File: src/rtl/cmdring_pkg.sv
package cmdring_pkg;
   localparam int CMD_W   = 32;
   localparam int CAD_W   = 4;
   localparam int CAD_LSB = 28;
   localparam int IND_BIT = 27;
   localparam int NID_W   = 7;
   localparam int NID_LSB = 20;
   localparam int PAY_W   = 20;
   localparam int RUN_BIT = 0;

   localparam logic [2:0] SEL_BASE_LO = 3'd0;
   localparam logic [2:0] SEL_BASE_HI = 3'd1;
   localparam logic [2:0] SEL_WR_PTR  = 3'd2;
   localparam logic [2:0] SEL_CTRL    = 3'd3;
   localparam logic [2:0] SEL_RD_PTR  = 3'd4;
   localparam logic [2:0] SEL_IMM     = 3'd5;

   typedef enum logic [1:0] {ST_IDLE, ST_REQ, ST_WAIT, ST_SEND} fetch_st_e;

   typedef struct packed {
      logic [CAD_W-1:0] cad;
      logic [NID_W-1:0] nid;
      logic [PAY_W-1:0] pay;
   } codec_cmd_t;
endpackage

File: src/rtl/cmdring_verb_dec.sv
module cmdring_verb_dec
   import cmdring_pkg::*;
#(
   parameter int NUM_CODECS = 16
) (
   input  logic [CMD_W-1:0]      word,
   input  logic [NUM_CODECS-1:0] present,
   output codec_cmd_t            cmd,
   output logic                  accept
);
   localparam int NUM_ADDR = 1 << CAD_W;

   if (NUM_CODECS < 1 || NUM_CODECS > NUM_ADDR) begin : g_bad_codecs
      $error("cmdring_verb_dec: NUM_CODECS out of range");
   end

   logic [NUM_ADDR-1:0] attached;

   // Map the presence vector onto the full codec address space.
   for (genvar g = 0; g < NUM_ADDR; g++) begin : g_map
      if (g < NUM_CODECS) begin : g_on
         assign attached[g] = present[g];
      end else begin : g_off
         assign attached[g] = 1'b0;
      end
   end

   assign cmd.cad = word[CAD_LSB +: CAD_W];
   assign cmd.nid = word[NID_LSB +: NID_W];
   assign cmd.pay = word[PAY_W-1:0];

   // Indirect-addressed words and words aimed at empty slots are refused.
   assign accept = !word[IND_BIT] && attached[cmd.cad];
endmodule

File: src/rtl/cmdring_ptr.sv
module cmdring_ptr #(
   parameter int PTR_W = 8
) (
   input  logic             clk,
   input  logic             rst_n,
   input  logic             wp_we,
   input  logic             rp_we,
   input  logic [PTR_W-1:0] wdata,
   input  logic             adv,
   output logic [PTR_W-1:0] rp,
   output logic [PTR_W-1:0] wp,
   output logic [PTR_W-1:0] rp_next,
   output logic             empty
);
   localparam logic [PTR_W-1:0] ONE = {{(PTR_W-1){1'b0}}, 1'b1};

   assign rp_next = rp + ONE;   // wraps modulo 2**PTR_W
   assign empty   = (rp == wp);

   always_ff @(posedge clk or negedge rst_n) begin
      if (!rst_n) begin
         rp <= '0;
         wp <= '0;
      end else begin
         if (wp_we) wp <= wdata;
         // an advance wins over a software load in the same cycle
         if (adv)        rp <= rp_next;
         else if (rp_we) rp <= wdata;
      end
   end
endmodule

File: src/rtl/cmdring_fetch.sv
module cmdring_fetch
   import cmdring_pkg::*;
#(
   parameter int PTR_W      = 8,
   parameter int ADDR_W     = 64,
   parameter int NUM_CODECS = 16
) (
   input  logic                  clk,
   input  logic                  rst_n,
   input  logic                  reg_we,
   input  logic [2:0]            reg_sel,
   input  logic [31:0]           reg_wdata,
   output logic [PTR_W-1:0]      rd_ptr,
   output logic                  imm_busy,
   input  logic                  rsp_stall,
   input  logic                  rsp_ack_clr,
   output logic                  mem_req_valid,
   output logic [ADDR_W-1:0]     mem_req_addr,
   input  logic                  mem_req_ready,
   input  logic                  mem_rsp_valid,
   input  logic [CMD_W-1:0]      mem_rsp_data,
   input  logic [NUM_CODECS-1:0] codec_present,
   output logic                  cmd_valid,
   input  logic                  cmd_ready,
   output logic [CAD_W-1:0]      cmd_cad,
   output logic [NID_W-1:0]      cmd_nid,
   output logic [PAY_W-1:0]      cmd_payload
);
   localparam int HI_W  = ADDR_W - 32;
   localparam int PAD_W = ADDR_W - PTR_W - 2;

   if (PTR_W < 2 || PTR_W > 16) begin : g_bad_ptr
      $error("cmdring_fetch: PTR_W out of range");
   end
   if (ADDR_W < 33 || ADDR_W > 64) begin : g_bad_addr
      $error("cmdring_fetch: ADDR_W out of range");
   end

   fetch_st_e         st;
   logic [31:0]       base_lo_q;
   logic [HI_W-1:0]   base_hi_q;
   logic [ADDR_W-1:0] base_q;
   logic              run_q, go_q, from_imm_q;
   logic [CMD_W-1:0]  imm_word_q;
   logic [ADDR_W-1:0] addr_q;
   codec_cmd_t        cmd_q;

   logic [PTR_W-1:0]  wr_ptr, rp_next;
   logic              ring_empty, fetch_ok, trig;
   logic              lo_we, hi_we, wp_we, ctl_we, rp_we, imm_we;
   logic [CMD_W-1:0]  dec_word;
   codec_cmd_t        dec_cmd;
   logic              dec_ok;

   assign lo_we  = reg_we && (reg_sel == SEL_BASE_LO);
   assign hi_we  = reg_we && (reg_sel == SEL_BASE_HI);
   assign wp_we  = reg_we && (reg_sel == SEL_WR_PTR);
   assign ctl_we = reg_we && (reg_sel == SEL_CTRL);
   assign rp_we  = reg_we && (reg_sel == SEL_RD_PTR);
   assign imm_we = reg_we && (reg_sel == SEL_IMM) && !imm_busy;
   assign trig   = wp_we || ctl_we || imm_we || rsp_ack_clr;

   assign base_q   = {base_hi_q, base_lo_q};
   assign fetch_ok = go_q && (st == ST_IDLE) && !imm_busy && run_q
                     && !ring_empty && !rsp_stall;

   // One decoder serves both sources: the immediate word while idle, read data otherwise.
   assign dec_word = (st == ST_IDLE) ? imm_word_q : mem_rsp_data;

   cmdring_ptr #(.PTR_W(PTR_W)) u_ptr (
      .clk     (clk),
      .rst_n   (rst_n),
      .wp_we   (wp_we),
      .rp_we   (rp_we),
      .wdata   (reg_wdata[PTR_W-1:0]),
      .adv     (fetch_ok),
      .rp      (rd_ptr),
      .wp      (wr_ptr),
      .rp_next (rp_next),
      .empty   (ring_empty)
   );

   cmdring_verb_dec #(.NUM_CODECS(NUM_CODECS)) u_dec (
      .word    (dec_word),
      .present (codec_present),
      .cmd     (dec_cmd),
      .accept  (dec_ok)
   );

   always_ff @(posedge clk or negedge rst_n) begin
      if (!rst_n) begin
         st         <= ST_IDLE;
         base_lo_q  <= '0;
         base_hi_q  <= '0;
         run_q      <= 1'b0;
         go_q       <= 1'b0;
         imm_busy   <= 1'b0;
         imm_word_q <= '0;
         from_imm_q <= 1'b0;
         addr_q     <= '0;
         cmd_q      <= '0;
      end else begin
         if (lo_we)  base_lo_q <= reg_wdata;
         if (hi_we)  base_hi_q <= reg_wdata[HI_W-1:0];
         if (ctl_we) run_q     <= reg_wdata[RUN_BIT];
         if (imm_we) begin
            imm_word_q <= reg_wdata;
            imm_busy   <= 1'b1;
         end
         if (trig) go_q <= 1'b1;

         unique case (st)
            ST_IDLE: begin
               if (go_q) begin
                  if (imm_busy) begin
                     if (dec_ok) begin
                        cmd_q      <= dec_cmd;
                        from_imm_q <= 1'b1;
                        st         <= ST_SEND;
                     end else begin
                        imm_busy <= 1'b0;
                     end
                  end else if (fetch_ok) begin
                     addr_q <= base_q + {{PAD_W{1'b0}}, rp_next, 2'b00};
                     st     <= ST_REQ;
                  end else if (!trig) begin
                     go_q <= 1'b0;   // loop sleeps until the next restart event
                  end
               end
            end
            ST_REQ: begin
               if (mem_req_ready) st <= ST_WAIT;
            end
            ST_WAIT: begin
               if (mem_rsp_valid) begin
                  from_imm_q <= 1'b0;
                  if (dec_ok) begin
                     cmd_q <= dec_cmd;
                     st    <= ST_SEND;
                  end else begin
                     st <= ST_IDLE;
                  end
               end
            end
            ST_SEND: begin
               if (cmd_ready) begin
                  st <= ST_IDLE;
                  if (from_imm_q) imm_busy <= 1'b0;
               end
            end
            default: st <= ST_IDLE;
         endcase
      end
   end

   assign mem_req_valid = (st == ST_REQ);
   assign mem_req_addr  = addr_q;
   assign cmd_valid     = (st == ST_SEND);
   assign cmd_cad       = cmd_q.cad;
   assign cmd_nid       = cmd_q.nid;
   assign cmd_payload   = cmd_q.pay;
endmodule

File: config.mk
export PLATFORM = sky130hd
export DESIGN_NAME = cmdring_fetch
export DESIGN_NICKNAME = d
export VERILOG_FILES = /design/src/rtl/cmdring_pkg.sv /design/src/rtl/cmdring_verb_dec.sv /design/src/rtl/cmdring_ptr.sv /design/src/rtl/cmdring_fetch.sv
export SDC_FILE = /design/constraint.sdc
export NUM_CORES = 1
export LEC_CHECK = 0
export BUFFER_PORTS_ARGS = -buffer_cell sky130_fd_sc_hd__buf_2
export CORE_ASPECT_RATIO = 1.1
export CORE_UTILIZATION = 40
export CTS_CLUSTER_DIAMETER = 50
export CTS_CLUSTER_SIZE = 40
export DETAILED_ROUTE_END_ITERATION = 6
export SLEW_MARGIN = 20
export SYNTH_ARGS = -nofsm -noshare
export SYNTH_HDL_FRONTEND = slang
export SYNTH_SLANG_ARGS = --single-unit
File: constraint.sdc
create_clock -name clk -period 3.6 [get_ports clk]
set_clock_uncertainty 0.15 [all_clocks]
set_input_delay 0.36 -clock clk [delete_from_list [all_inputs] [get_ports clk]]
set_output_delay 0.36 -clock clk [all_outputs]
set_load 0.005 [all_outputs]
==> reports/results.ini <==
[logic_synthesis]
yosysWarnings=0
syn_nets=1026
synth_compound_area_share_pct=9.40
avgSynthCellArea_sq_um=11.1
synthMuxAreaShare_pct=16.4
async_reset_ff_share_pct=100
yosys.area_share.simple_pct=11.1
synth.distinct_cells=54
ys_ff_latch=213
synth_top_family_by_area=multiplexers
synth-seq-area-share_pct=52.2
synth_area_sq_um=10200
synth-adder-area-share_pct=1.79
synthXorXnorAreaFrac_pct=6.35
synth_edf_count=0
yosys_most_used_dff=dfrtp_1
synthCells=921

[hold_path]
hp-class=input port to flop
hp-start=mem_rsp_data[12]

[worst_setup_path]
startpoint_type=flop
cp.required_ns=3.84
end_kind=flop
arrival_ns=3.53
worst-path-buf-inv=1
crit_chain=and3_1, and3_1, and3_1, xor2_1, ha_1, o211ai_1, a21oi_1, nand2_1, buf_4, nor4_1, xnor2_1, o21ai_0
cpMostUsedCell=and3_1
cp_max_fo=15
timing.rr.start=u_ptr.rp[0]$_DFFE_PN0P_
cpPeakStageDelay_ns=0.45
crit_type=flop to flop
cp_top_family=simple AND/OR/NAND/NOR gates
cpMaxStageDelayCell=dfrtp_1
critPathLaunch=u_ptr.rp[0]$_DFFE_PN0P_

[cells_and_area]
n_antenna_cell=0
drive_above_1_share_pct=32.4
fin_util_pct=51.9
area_growth_pct=25.9
nNetsFinal=1260

[route]
drt_pass1_iterations=4
drc=0
drt_wl_total_mm=27.0
drt_iter0_drc=405
wl_per_cell_um=18.3
vias=7700
via_per_inst=5.20
ant_nets=0

[placed_design]
io_buffers=196
gp_congestion=0.848
hpwlAfterDp_mm=19.0

[sta]
maxSlewViolCount=0
setup_viol=0
hold_viol=0
max_freq_mhz=303
finalCriticalPeriod_ns=3.30
tightest_slew_ns=0.689
rsz0062_at_grt=no
fin_crit_sh_pct=91.6
setup_tns_ns=0
maxSlewHeadroom_pct=53.9

[clock_network]
cts_root_buf=clkbuf_16
cts_buffers=26
clk_latency_ns=0.52
clkTransAtPathRegs_ns=0.06
cts_setup_buffers=0
htree_levels=1
cts.sinks=213
cts_tree=yes
clockBufferDepth=3

[global_route]
antenna_found_initial=0
grt_use_total_pct=21.0
grt_pass1_vias=7773
gr-total-overflow=0
grt_max_degree=107
grt_pass1_wl_mm=43.0

[job]
cap_viol_max_count=0

[pwr]
cellLeakagePower_nw=5.81
power.density_nw_per_um2=784
peakVddDrop_mv=0.515

[floorplan]
die-height_um=170
start_util_pct=41.2
rows=60
pin_count=197
core_area_sq_um=24800
die_x_um=154
die_area_sq_um=26200

[run_status]
outcome=finished, final reports clean

-- final cells by class --
class | count | area [sq um]
Fill cell | 2292 | 11900
Tap cell | 310 | 388
Inverter | 17 | 63.8
Clock buffer | 31 | 731
Sequential cell | 213 | 5330
Multi-Input combinational cell | 641 | 4620
Timing Repair Buffer | 256 | 1610
Clock inverter | 13 | 109
-- registers in the layout, summed over array words and instances (netlist names) --
register      flops
go_q              1
st                2
u_ptr.wp          8
base_lo_q        32
mem_req_addr     64
cmd_nid           7
u_ptr.rp          8
imm_word_q       32
run_q             1
cmd_cad           4
cmd_payload      20
from_imm_q        1
base_hi_q        32
imm_busy          1
-- routing by layer --
layer | share of wire (%) | vias up | GRT usage, % | wire length [um]
met4 | 1.7 | 0 | 4.99 | 473
met5 | 0 | - | 0 | 0
met1 | 46 | 3767 | 27.9 | 12300
met2 | 49 | 166 | 36.6 | 13200
met3 | 3.7 | 32 | 2.71 | 1010
li1 | - | 3735 | - | -
-- worst paths after layout --
path | cells after the start | slack, ns | end
max in group asynchronous | 3 | 2.25 | cmd_payload[12]$_DFFE_PN0P_
min reg2reg | 2 | 0.32 | mem_req_addr[55]$_DFFE_PN0P_
max reg2reg | 12 | 0.30 | mem_req_addr[54]$_DFFE_PN0P_
min | 3 | 0.006 | cmd_payload[12]$_DFFE_PN0P_
min in group asynchronous | 2 | 0.28 | cmd_nid[3]$_DFFE_PN0P_
max | 12 | 0.30 | mem_req_addr[54]$_DFFE_PN0P_
-- through the flow --
step / total power (W) / std cells / setup slack [ns] / cell area (sq um) / hold WS, ns
3_3_place_gp: 0.00749 / 1396 / 0.435 / 11600 / 0.299
4_1_cts: 0.0102 / 1480 / 0.312 / 12800 / 0.000715
5_1_grt: 0.0108 / 1481 / 0.0464 / 12900 / 0.0105
2_1_floorplan: 0.00613 / 921 / 0.511 / 10200 / -0.0856
3_5_place_dp: 0.00755 / 1396 / 0.323 / 11600 / 0.294
6_report: 0.0101 / 1481 / 0.303 / 12900 / 0.00590
-- synthesized netlist by cell type (all sizes together), types with 5 or more instances --
cell type    n  area [sq um]
nor4        21           138
nand3       16          85.1
xor2        14           123
o22ai        5          31.3
mux2       109          1240
nor3        17          85.1
nand4       11          68.8
xnor2       60           526
nor3b        6          45.0
or3          6          42.5
clkbuf      39           150
buf         11          71.3
mux2i       33           330
a21oi       17          85.1
nor2        29           109
and3         8          50.1
nor4b        5          43.8
ha          13           163
dfrtp      213          5330
nand2      100           378
inv         17          63.8
o21ai      132           661
-- where the power goes --
group	leakage (nW)	switching (W)	internal [W]	total, W
Sequential	2.62	0.000665	0.00330	0.00396
Combinational	2.78	0.00186	0.00171	0.00357
Clock	0.412	0.00103	0.00151	0.00254
Total	5.81	0.00355	0.00652	0.0101
-- kinds of logic after synthesis --
family / Yosys count
simple gates: 230
xor+xnor: 74
flops: 213
mux: 146
buf+inv: 67
compound gates: 177
fa+ha+maj: 14
-- cell usage in the layout (no fill, tap or decap), types with 11 or more instances in the layout --
cell type,instances
dfrtp_1,213
buf_2,195
o21ai_0,128
mux2_2,105
nand2_1,99
xnor2_1,60
dlygate4sd3_1,40
mux2i_1,33
nor2_1,29
clkbuf_16,27
nor4_1,20
inv_1,17
nor3_1,17
a21oi_1,17
nand3_1,15
buf_4,15
xor2_1,14
ha_1,12
nand4_1,11
-- what timing repair did --
item | 4_1_cts | 5_1_grt
hold buffers | 40 | 0
hold endpoints to repair | 138 | 0
resized for setup | 0 | 0
-- worst reg2reg max path, delay by kind of cell (launching register included) --
family | cells | cell delay, ns
AOI/OAI and AO/OA | 3 | 0.51
adders and majority gates | 1 | 0.41
DFF | 1 | 0.45
xor gates and xnor gates | 2 | 0.32
buffers and inverters | 1 | 0.21
and+or+nand+nor | 5 | 1.13
Power figures use the tool's default switching activity.
